**src/rtl/smc_seq_pkg.sv**
```systemverilog
package smc_seq_pkg;
    localparam int SETUP_W = 6;
    localparam int PULSE_W = 7;
    localparam int TOTAL_W = 9;
    localparam int LANES   = 2;
    localparam int DATA_W  = LANES * 8;
    localparam int NUM_CH  = 2;          // 0: chip select, 1: data strobe
    localparam int CH_CS   = 0;
    localparam int CH_ST   = 1;

    typedef enum logic [1:0] {
        WAIT_IGNORE = 2'b00,
        WAIT_RSVD   = 2'b01,
        WAIT_FREEZE = 2'b10,
        WAIT_READY  = 2'b11
    } wait_mode_e;

    typedef struct packed {
        logic [SETUP_W-1:0] setup;
        logic [PULSE_W-1:0] pulse;
    } win_t;

    // End of a window (first count outside it), one bit wider than the counter.
    function automatic logic [TOTAL_W:0] win_end(input win_t w);
        return (TOTAL_W+1)'(w.setup) + (TOTAL_W+1)'(w.pulse);
    endfunction

    function automatic logic in_window(input logic [TOTAL_W-1:0] c, input win_t w);
        logic [TOTAL_W:0] cx;
        cx = {1'b0, c};
        return (cx >= (TOTAL_W+1)'(w.setup)) && (cx < win_end(w));
    endfunction
endpackage

```
**src/rtl/smc_cycle_ctr.sv**
```systemverilog
module smc_cycle_ctr
    import smc_seq_pkg::*;
(
    input  logic               clk,
    input  logic               rst,
    input  logic               start,
    input  logic               hold,
    input  logic [TOTAL_W-1:0] total,
    output logic               active_q,
    output logic               active_d,
    output logic [TOTAL_W-1:0] cnt_q,
    output logic [TOTAL_W-1:0] cnt_d,
    output logic               done_q
);
    logic [TOTAL_W-1:0] total_eff;
    logic               last;

    assign total_eff = (total == '0) ? TOTAL_W'(1) : total;
    assign last      = (cnt_q == total_eff - 1'b1);

    always_comb begin
        active_d = active_q;
        cnt_d    = cnt_q;
        if (!active_q) begin
            active_d = start;
            cnt_d    = '0;
        end else if (!hold) begin
            if (last) begin
                active_d = 1'b0;
                cnt_d    = '0;
            end else begin
                cnt_d = cnt_q + 1'b1;
            end
        end
    end

    always_ff @(posedge clk) begin
        if (rst) begin
            active_q <= 1'b0;
            cnt_q    <= '0;
            done_q   <= 1'b0;
        end else begin
            active_q <= active_d;
            cnt_q    <= cnt_d;
            done_q   <= active_q && !hold && last;
        end
    end

    // the count never reaches the total while the access runs
    assert_count_bound_R3: assert property (@(posedge clk) disable iff (rst)
        active_q |-> (cnt_q < total_eff));
    // done lasts a single cycle
    assert_done_single_R3: assert property (@(posedge clk) disable iff (rst)
        done_q |=> !done_q);
    // a held cycle leaves the count where it was
    assert_hold_stable_R5: assert property (@(posedge clk) disable iff (rst)
        (active_q && hold) |=> ($stable(cnt_q) && active_q));
endmodule

```
**src/rtl/smc_strobe_win.sv**
```systemverilog
module smc_strobe_win
    import smc_seq_pkg::*;
(
    input  logic               clk,
    input  logic               rst,
    input  logic               active_d,
    input  logic [TOTAL_W-1:0] cnt_d,
    input  win_t               win,
    output logic               on_d,
    output logic               on_q
);
    // The window is decoded from the next count so that the line itself is a flop.
    assign on_d = active_d && in_window(cnt_d, win);

    always_ff @(posedge clk) begin
        if (rst) on_q <= 1'b0;
        else     on_q <= on_d;
    end
endmodule

```
**src/rtl/smc_bus_seq.sv**
```systemverilog
module smc_bus_seq
    import smc_seq_pkg::*;
#(
    parameter int ADDR_W = 24
) (
    input  logic               clk,
    input  logic               rst,
    input  logic               req_valid,
    input  logic               req_write,
    input  logic [ADDR_W-1:0]  req_addr,
    input  logic [DATA_W-1:0]  req_wdata,
    input  logic [LANES-1:0]   req_be,
    output logic               rsp_done,
    output logic [DATA_W-1:0]  rsp_rdata,
    output logic               busy,
    input  logic [SETUP_W-1:0] wr_cs_setup,
    input  logic [PULSE_W-1:0] wr_cs_pulse,
    input  logic [SETUP_W-1:0] wr_st_setup,
    input  logic [PULSE_W-1:0] wr_st_pulse,
    input  logic [TOTAL_W-1:0] wr_total,
    input  logic [SETUP_W-1:0] rd_cs_setup,
    input  logic [PULSE_W-1:0] rd_cs_pulse,
    input  logic [SETUP_W-1:0] rd_st_setup,
    input  logic [PULSE_W-1:0] rd_st_pulse,
    input  logic [TOTAL_W-1:0] rd_total,
    input  logic [1:0]         wait_mode,
    input  logic               lane_style,
    input  logic               bus16,
    output logic [ADDR_W-1:0]  mem_addr,
    output logic [DATA_W-1:0]  mem_dout,
    output logic               mem_doe,
    input  logic [DATA_W-1:0]  mem_din,
    output logic               mem_cs_n,
    output logic               mem_re_n,
    output logic               mem_we_n,
    output logic [LANES-1:0]   mem_wr_n,
    output logic [LANES-1:0]   mem_bs_n,
    input  logic               mem_wait_n
);
    localparam int BYTE_W = 8;

    // Request held for the duration of one access
    logic              dir_q;
    logic [ADDR_W-1:0] addr_q;
    logic [DATA_W-1:0] wdata_q;
    logic [LANES-1:0]  be_q;
    logic [DATA_W-1:0] rdata_q;

    logic               start, hold, dir_d;
    logic               active_q, active_d, done_q;
    logic [TOTAL_W-1:0] cnt_q, cnt_d, total_sel;
    logic [NUM_CH-1:0]  on_q, on_d;
    win_t               wr_win [NUM_CH];
    win_t               rd_win [NUM_CH];
    win_t               ctl_win;
    wait_mode_e         wmode;
    logic               ready_point, freeze_on, ready_on;
    logic [LANES-1:0]   lane_mask, lanes;

    assign start     = req_valid && !active_q;
    assign dir_d     = start ? req_write : dir_q;
    assign total_sel = dir_q ? wr_total : rd_total;

    assign wr_win[CH_CS] = '{setup: wr_cs_setup, pulse: wr_cs_pulse};
    assign wr_win[CH_ST] = '{setup: wr_st_setup, pulse: wr_st_pulse};
    assign rd_win[CH_CS] = '{setup: rd_cs_setup, pulse: rd_cs_pulse};
    assign rd_win[CH_ST] = '{setup: rd_st_setup, pulse: rd_st_pulse};

    // Wait handling: freeze holds anywhere, ready holds only at the pulse end
    assign wmode       = wait_mode_e'(wait_mode);
    assign ctl_win     = dir_q ? wr_win[CH_ST] : rd_win[CH_ST];
    assign ready_point = (ctl_win.pulse != '0) &&
                         ({1'b0, cnt_q} == win_end(ctl_win) - 1'b1);
    assign freeze_on   = (wmode == WAIT_FREEZE);
    assign ready_on    = (wmode == WAIT_READY) && ready_point;
    assign hold        = active_q && !mem_wait_n && (freeze_on || ready_on);

    smc_cycle_ctr u_ctr (
        .clk      (clk),
        .rst      (rst),
        .start    (start),
        .hold     (hold),
        .total    (total_sel),
        .active_q (active_q),
        .active_d (active_d),
        .cnt_q    (cnt_q),
        .cnt_d    (cnt_d),
        .done_q   (done_q)
    );

    generate
        for (genvar ch = 0; ch < NUM_CH; ch++) begin : g_chan
            smc_strobe_win u_win (
                .clk      (clk),
                .rst      (rst),
                .active_d (active_d),
                .cnt_d    (cnt_d),
                .win      (dir_d ? wr_win[ch] : rd_win[ch]),
                .on_d     (on_d[ch]),
                .on_q     (on_q[ch])
            );
        end
    endgenerate

    always_ff @(posedge clk) begin
        if (rst) begin
            dir_q   <= 1'b0;
            addr_q  <= '0;
            wdata_q <= '0;
            be_q    <= '0;
            rdata_q <= '0;
        end else begin
            if (start) begin
                dir_q   <= req_write;
                addr_q  <= req_addr;
                wdata_q <= req_wdata;
                be_q    <= req_be;
            end
            // Capture on the rising edge of the read strobe
            if (!dir_q && on_q[CH_ST] && !on_d[CH_ST]) begin
                rdata_q <= bus16 ? mem_din
                                 : {{(DATA_W-BYTE_W){1'b0}}, mem_din[BYTE_W-1:0]};
            end
        end
    end

    // Byte lanes: lane 0 only on the narrow bus
    assign lane_mask = bus16 ? {LANES{1'b1}} : LANES'(1);
    assign lanes     = be_q & lane_mask;

    assign mem_cs_n = !on_q[CH_CS];
    assign mem_re_n = !(on_q[CH_ST] && !dir_q);
    assign mem_we_n = !(on_q[CH_ST] && dir_q && !lane_style);

    generate
        for (genvar ln = 0; ln < LANES; ln++) begin : g_lane
            assign mem_wr_n[ln] = !(on_q[CH_ST] && dir_q && lane_style && lanes[ln]);
            assign mem_bs_n[ln] = !(active_q && !lane_style && lanes[ln]);
        end
    endgenerate

    assign mem_addr  = addr_q;
    assign mem_doe   = active_q && dir_q;
    assign mem_dout  = bus16 ? wdata_q
                             : {{(DATA_W-BYTE_W){1'b0}}, wdata_q[BYTE_W-1:0]};
    assign rsp_done  = done_q;
    assign rsp_rdata = rdata_q;
    assign busy      = active_q;

    // lines are quiet outside an access
    assert_idle_quiet_R1: assert property (@(posedge clk) disable iff (rst)
        !active_q |-> (mem_cs_n && mem_re_n && mem_we_n && (&mem_wr_n) && !mem_doe));
    // never read and write strobes at once
    assert_dir_exclusive_R2: assert property (@(posedge clk) disable iff (rst)
        !(!mem_re_n && (!mem_we_n || !(&mem_wr_n))));
    // a low wait at the pulse end keeps the strobe asserted
    assert_ready_stretch_R6: assert property (@(posedge clk) disable iff (rst)
        (active_q && ready_on && on_q[CH_ST] && !mem_wait_n) |=> on_q[CH_ST]);
    // ignore and reserved modes never hold the access
    assert_wait_ignored_R4: assert property (@(posedge clk) disable iff (rst)
        (active_q && (wmode == WAIT_IGNORE || wmode == WAIT_RSVD) && cnt_q != '0)
            |-> cnt_q == $past(cnt_q) + 1'b1);
    // the upper lane stays idle on the narrow bus
    assert_upper_lane_R9: assert property (@(posedge clk) disable iff (rst)
        !bus16 |-> (mem_bs_n[1] && mem_wr_n[1]));
endmodule

```
**config.mk**
```make
export PLATFORM = sky130hd
export DESIGN_NAME = smc_bus_seq
export DESIGN_NICKNAME = d
export VERILOG_FILES = /design/src/rtl/smc_seq_pkg.sv /design/src/rtl/smc_cycle_ctr.sv /design/src/rtl/smc_strobe_win.sv /design/src/rtl/smc_bus_seq.sv
export SDC_FILE = /design/constraint.sdc
export NUM_CORES = 1
export LEC_CHECK = 0
export ABC_CLOCK_PERIOD_IN_PS = 6400
export BUFFER_PORTS_ARGS = -buffer_cell sky130_fd_sc_hd__buf_2
export CAP_MARGIN = 40
export CORE_UTILIZATION = 51
export CTS_CLUSTER_DIAMETER = 200
export DETAILED_ROUTE_END_ITERATION = 8
export PLACE_DENSITY = 0.86
export REMOVE_ABC_BUFFERS = 1
export SKIP_CTS_REPAIR_TIMING = 1
export SLEW_MARGIN = 20
export SYNTH_ARGS = -nofsm -noshare
export SYNTH_HDL_FRONTEND = slang
export SYNTH_HIERARCHICAL = 1
export SYNTH_SLANG_ARGS = --single-unit
```
**constraint.sdc**
```tcl
create_clock -name clk -period 6.4 [get_ports clk]
set_clock_uncertainty 0.05 [all_clocks]
set_input_delay 1.28 -clock clk [delete_from_list [all_inputs] [get_ports clk]]
set_output_delay 1.28 -clock clk [all_outputs]
set_load 0.05 [all_outputs]
```
Word-level counts from Yosys, hierarchy flattened

Cells that the tools add are included.

Add/subtract/negate cells: 6
Order comparisons: 4
Equality and inequality tests: 4
Multiplexer cells: 15
Bitwise gates (word level): 1
Reductions and logical operators: 38

Operator list:

| kind                                                                | count |
|---|---|
| 9-bit two-way mux                                                   | 5 |
| 13-bit two-way mux                                                  | 3 |
| 16-bit two-way mux                                                  | 2 |
| 6-bit by 7-bit adder with 8-bit output                              | 3 |
| 1-bit logical AND                                                   | 22 |
| 9-bit by 10-bit < comparator with 1-bit output                      | 2 |
| 9-bit by 6-bit >= comparator with 1-bit output                      | 2 |
| 1-bit logical NOT                                                   | 13 |
| 9-bit by 10-bit == test with 1-bit output                           | 1 |
| 9-bit by 1-bit adder with 9-bit output (second input constant)      | 1 |
| 9-bit == test                                                       | 1 |
| 9-bit logical NOT                                                   | 1 |
| 8-bit by 1-bit subtractor with 9-bit output (second input constant) | 1 |
| 9-bit by 1-bit subtractor with 9-bit output (second input constant) | 1 |
| 7-bit nonzero test                                                  | 1 |
| 2-bit == test (second input constant)                               | 2 |
| 1-bit two-way mux                                                   | 4 |
| 2-bit AND                                                           | 1 |
| 2-bit two-way mux                                                   | 1 |
| 1-bit logical OR                                                    | 1 |

Bits in registers: 72
Input bits: 137
Output and inout port bits: 66
Word-level logic and storage cells: 78

Depth between registers and ports, before layout

Word-level depth: 15
Gate-level depth with buffers: 28
Mapped depth without buffers: 23

By module

The synthesis kept the hierarchy.

By module, submodules not included:

| module                            | instances | cells each | area an instance (um2) | sequential area each (um2) |
|---|---|---|---|---|
| smc_bus_seq                       | 1         | 407        | 3294.4                 | 1181.1 |
| smc_cycle_ctr                     | 1         | 119        | 927.1                  | 220.2 |
| smc_strobe_win at g_chan[1].u_win | 1         | 79         | 666.9                  | 20.0 |
| smc_strobe_win at g_chan[0].u_win | 1         | 81         | 640.6                  | 20.0 |

Worst setup path after synthesis

OpenSTA, ideal clock, no wires.

Path type: in2reg
Start: input wr_st_pulse[1]
End: register rdata_q[6] (netlist: rsp_rdata[6])
Library setup time: 0.132 ns
Data arrival time: 5.661 ns
Data required time: 6.218 ns
Path slack: 0.557 ns
Stages on the path: 25
Buffers on the path: 3
Cells stage by stage: mux2i_1 ha_1 inv_1 ha_1 fa_1 xnor2_1 nand3_1 nor4_1 nand4_1 o31ai_1 a211oi_1 o211ai_1 a2111oi_4 buf_4 a21oi_1 ha_1 a211o_1 o211ai_1 o211a_1 nor3_1 or2_2 clkbuf_1 buf_2 nand2_1 a21oi_1

Cells in the longest elaborated chain, start to end: 15
Elaborated cells on any way between the ends: 21
Those cells by class: 3 x add/sub; 2 x order compare; 1 x eq/ne; 6 x mux; 9 x reduce/logical

RTL lines:

| element                                                                                                                 | RTL line             | text |
|---|---|---|
| from (decl)                                                                                                             | smc_bus_seq.sv:19    | `input logic [PULSE_W-1:0] wr_st_pulse,` |
| 13-bit two-way mux (*)                                                                                                  | smc_bus_seq.sv:71    | `assign ctl_win = dir_q ? wr_win[CH_ST] : rd_win[CH_ST];` |
| 6-bit by 7-bit adder with 8-bit output                                                                                  | smc_seq_pkg.sv:25    | `return (TOTAL_W+1)'(w.setup) + (TOTAL_W+1)'(w.pulse);` |
| 8-bit by 1-bit subtractor with 9-bit output                                                                             | smc_bus_seq.sv:73    | `({1'b0, cnt_q} == win_end(ctl_win) - 1'b1);` |
| 9-bit by 10-bit == test with 1-bit output                                                                               | smc_bus_seq.sv:73    |  |
| 1-bit logical AND (*)                                                                                                   | smc_bus_seq.sv:72    | `assign ready_point = (ctl_win.pulse != '0) &&` |
| 1-bit logical AND (*)                                                                                                   | smc_bus_seq.sv:75    | `assign ready_on = (wmode == WAIT_READY) && ready_point;` |
| 1-bit logical OR (*)                                                                                                    | smc_bus_seq.sv:76    | `assign hold = active_q && !mem_wait_n && (freeze_on \|\| ready_on);` |
| 1-bit logical AND (*)                                                                                                   | smc_bus_seq.sv:76    |  |
| via hold                                                                                                                | smc_bus_seq.sv:49    | `logic start, hold, dir_d;` |
| (+1 left out)                                                                                                           | --                   |  |
| 9-bit two-way mux (*)                                                                                                   | smc_cycle_ctr.sv:24  | `if (!active_q) begin` |
| via cnt_d[3]                                                                                                            | smc_bus_seq.sv:51    | `logic [TOTAL_W-1:0] cnt_q, cnt_d, total_sel;` |
| 9-bit by 10-bit < comparator with 1-bit output / 9-bit by 6-bit >= comparator with 1-bit output (equally long branches) | smc_seq_pkg.sv:31    | `return (cx >= (TOTAL_W+1)'(w.setup)) && (cx < win_end(w));` |
| 1-bit logical AND (*)                                                                                                   | smc_seq_pkg.sv:31    |  |
| 1-bit logical AND (*)                                                                                                   | smc_strobe_win.sv:13 | `assign on_d = active_d && in_window(cnt_d, win);` |
| via on_d[1]                                                                                                             | smc_bus_seq.sv:52    | `logic [NUM_CH-1:0] on_q, on_d;` |
| 1-bit logical NOT (*)                                                                                                   | smc_bus_seq.sv:120   | `if (!dir_q && on_q[CH_ST] && !on_d[CH_ST]) begin` |
| 1-bit logical AND (*)                                                                                                   | smc_bus_seq.sv:120   |  |
| to (signal assigned)                                                                                                    | smc_bus_seq.sv:121   | `rdata_q <= bus16 ? mem_din` |
| to (decl)                                                                                                               | smc_bus_seq.sv:47    | `logic [DATA_W-1:0] rdata_q;` |

The timed path passes the listed nets; every way through them passes the cells marked *.
A chain may end at the register's enable or synchronous reset.

Worst setup path after layout

Start: input wr_st_setup[1]
End: register rdata_q[12] (netlist: rsp_rdata[12])

Cells in the longest elaborated chain, start to end: 15
Elaborated cells on any way between the ends: 20
Those cells by class: 3 x add/sub; 2 x order compare; 1 x eq/ne; 6 x mux; 8 x reduce/logical

RTL lines:

| element                                                                                                                 | RTL line             | text |
|---|---|---|
| from (decl)                                                                                                             | smc_bus_seq.sv:18    | `input logic [SETUP_W-1:0] wr_st_setup,` |
| 13-bit two-way mux (*)                                                                                                  | smc_bus_seq.sv:71    |  |
| 6-bit by 7-bit adder with 8-bit output (*)                                                                              | smc_seq_pkg.sv:25    |  |
| 8-bit by 1-bit subtractor with 9-bit output (*)                                                                         | smc_bus_seq.sv:73    |  |
| 9-bit by 10-bit == test with 1-bit output (*)                                                                           | smc_bus_seq.sv:73    |  |
| 1-bit logical AND (*)                                                                                                   | smc_bus_seq.sv:72    |  |
| 1-bit logical AND (*)                                                                                                   | smc_bus_seq.sv:75    |  |
| 1-bit logical OR (*)                                                                                                    | smc_bus_seq.sv:76    |  |
| 1-bit logical AND (*)                                                                                                   | smc_bus_seq.sv:76    |  |
| via hold                                                                                                                | smc_bus_seq.sv:49    |  |
| (+1 left out)                                                                                                           | --                   |  |
| 9-bit two-way mux (*)                                                                                                   | smc_cycle_ctr.sv:24  |  |
| via cnt_d[3]                                                                                                            | smc_bus_seq.sv:51    |  |
| 9-bit by 10-bit < comparator with 1-bit output / 9-bit by 6-bit >= comparator with 1-bit output (equally long branches) | smc_seq_pkg.sv:31    |  |
| 1-bit logical AND (*)                                                                                                   | smc_seq_pkg.sv:31    |  |
| 1-bit logical AND (*)                                                                                                   | smc_strobe_win.sv:13 |  |
| via on_d[1]                                                                                                             | smc_bus_seq.sv:52    |  |
| 1-bit logical NOT (*)                                                                                                   | smc_bus_seq.sv:120   |  |
| 1-bit logical AND (*)                                                                                                   | smc_bus_seq.sv:120   |  |

Marked as above.

==> summary.txt <==
Worst-path fanout max = 10
Clock sink count = 72
Pleak = 3.23 nW
Longest Clk Path Bufs = 2
Design Area, Final = 6780 um2
Pin count of the biggest net entering global routing = 64
Crit path max-delay cell type = fa_1
Htree depth = 3
Area grow syn2layout = 22.9%
Drt wl/cell = 13.9 um
Number of DRC markers in iteration 0 = 395
Power share of the sequential group = 0.374
Die Footprint = 11200 um2
Combinational power share = 0.379
Clock root buffer = clkbuf_8
Synth warn = 6
Worst-margin pin slew = 0.739 ns
Final ANT Viol Nets = 0
Met2 Use GR = 0.447
Worst relative slew slack = 0.506
Final setup violation count = 0
First-pass GRT wire length = 22700 um
CP peak stage delay = 0.45 ns
Required time of the critical path = 6.62 ns
Pwr dens = 188 nW/um2
Status = completed
RSZ-0062 raised after global routing = no
Vias/cell = 5.30
Fin. max-slew vios = 0
GR peak layer = met2
Cells after Synth = 685
# DRC = 0
CORE AREA = 10400 um2
Layout Utilization = 0.651
Initial antenna violation count = 0
GR Util All Layers = 0.249
Die W = 106 um
Net Sw Power = 0.463 mW
Grt ovf = 0
WP data arrival = 6.16 ns
Share of cells above drive strength 1 = 0.333
Overall Power = 1.27 mW
Height of the die = 106 um
Hold_ws = 0.403 ns
Post-DP Area = 6610 um2
WL final = 14100 um
Switch share = 0.363
Clock share of power = 0.247
Routability cong. = 0.887
Internal power = 0.811 mW
HP Class = reg2reg
CTS tree = done
Initial Utilization = 0.530
Post-Syn Area = 5520 um2
Setup TNS Final = 0 ns
Fin nets = 1068
M1 GR Usage = 0.290
Worst setup SP type = input port
Post-DP HPWL = 11100 um
Final hold vios = 0
Fmax achieved = 0.168 GHz
Global-route met3 utilization = 0.0546
Pre-antenna DRT Iters = 5
Layout filler cell count = 933
Row count = 37
Syn_area_per_cell = 8.06 um2
Fin crit share = 0.928
Ant diodes = 0
Max Cap Viol = 0
# IOs = 203
Cts bufs inserted = 9
Reg clk slew, reported paths = 0.08 ns
Cell mode on critical path = ha_1
Vias = 5377
Fin crit period = 5.94 ns
Skew-Pair Late Insertion Delay = 0.33 ns
VDD IR-drop max = 0.100 mV
CP endpoint kind = flip-flop
Vias in the first global route = 4948
CP Class = in2reg
Port bufs = 202
sequential cells by signal (all words and copies together) (netlist names):
register,flops
wdata_q,16
mem_addr,24
u_ctr/cnt_q,9
u_ctr/active_q,1
dir_q,1
g_chan.u_win/on_q,2
be_q,2
u_ctr/done_q,1
rsp_rdata,16
routing by layer:
| metal | routed length, um | up-vias | share of wire |
|---|---|---|---|
| li1 | - | 2738 | - |
| met1 | 6040 | 2422 | 0.43 |
| met2 | 6980 | 188 | 0.50 |
| met3 | 803 | 29 | 0.057 |
| met4 | 269 | 0 | 0.019 |
| met5 | 0 | - | 0 |
worst max-delay path: cells and delay by family:
kind,cells,cell delay [ns]
adder cells (fa/ha/maj),4,1.19
XOR/XNOR,2,0.32
buffers and inverters,4,0.61
AO/OA/AOI/OAI,6,1.23
AND/OR/NAND/NOR,9,1.33
multiplexers,1,0.21
path summary, 6_finish.rpt:
check | startpoint | endpoint | slack (ns) | cells past startpoint
worst max-delay path | wr_st_setup[1] | rsp_rdata[12]$_SDFFE_PP0P_ | 0.46 | 26
worst min-delay path | wdata_q[12]$_SDFFE_PP0P_ | wdata_q[12]$_SDFFE_PP0P_ | 0.40 | 2
worst max register to register | dir_q$_SDFF_PP0_ | rsp_rdata[12]$_SDFFE_PP0P_ | 0.47 | 25
worst min register to register | wdata_q[12]$_SDFFE_PP0P_ | wdata_q[12]$_SDFFE_PP0P_ | 0.40 | 2
placed cells by master, fill, tap and decap left out, types with 3 or more instances in the layout:
master	instances
a21oi_1	91
a211o_1	4
clkbuf_8	9
o21ai_1	4
nand2b_1	10
xor2_1	11
o21ai_0	12
nor3b_1	3
buf_2	202
mux2_2	35
and2_1	10
nor2b_1	9
a21o_1	6
ha_1	54
nand3_1	18
nand4_1	7
buf_4	18
nor2_1	14
fa_1	3
nor3_1	3
xnor2_1	22
nor4_1	3
nand3b_1	3
inv_1	35
and3_1	3
mux2i_1	15
nand2_1	143
dfxtp_1	72
a31oi_1	3
cell type report:
cell class | instances | area, um2 | area share
Multi-Input combinational cell | 535 | 3720 | 0.548
Tap cell | 136 | 170 | 0.0251
Timing Repair Buffer | 220 | 1150 | 0.169
Inverter | 36 | 138 | 0.0203
Sequential cell | 72 | 1440 | 0.212
Clock inverter | 6 | 43.8 | 0.00646
Clock buffer | 10 | 128 | 0.0188
power groups by stage:
stage / Combinational, mW / Clock, mW / Sequential (mW)
6_report: 0.483 / 0.314 / 0.477
3_5_place_dp: 0.479 / 0 / 0.487
3_3_place_gp: 0.468 / 0 / 0.486
2_1_floorplan: 0.292 / 0 / 0.535
4_1_cts: 0.481 / 0.326 / 0.477
5_1_grt: 0.531 / 0.349 / 0.479
stage by stage:
stage,cells,setup WS [ns]
floorplan,643,0.118
global placement,998,0.131
detailed placement,999,0.166
CTS,1015,0.490
global route,1015,0.0306
finish,1015,0.459
Power figures use the tool's default switching activity.
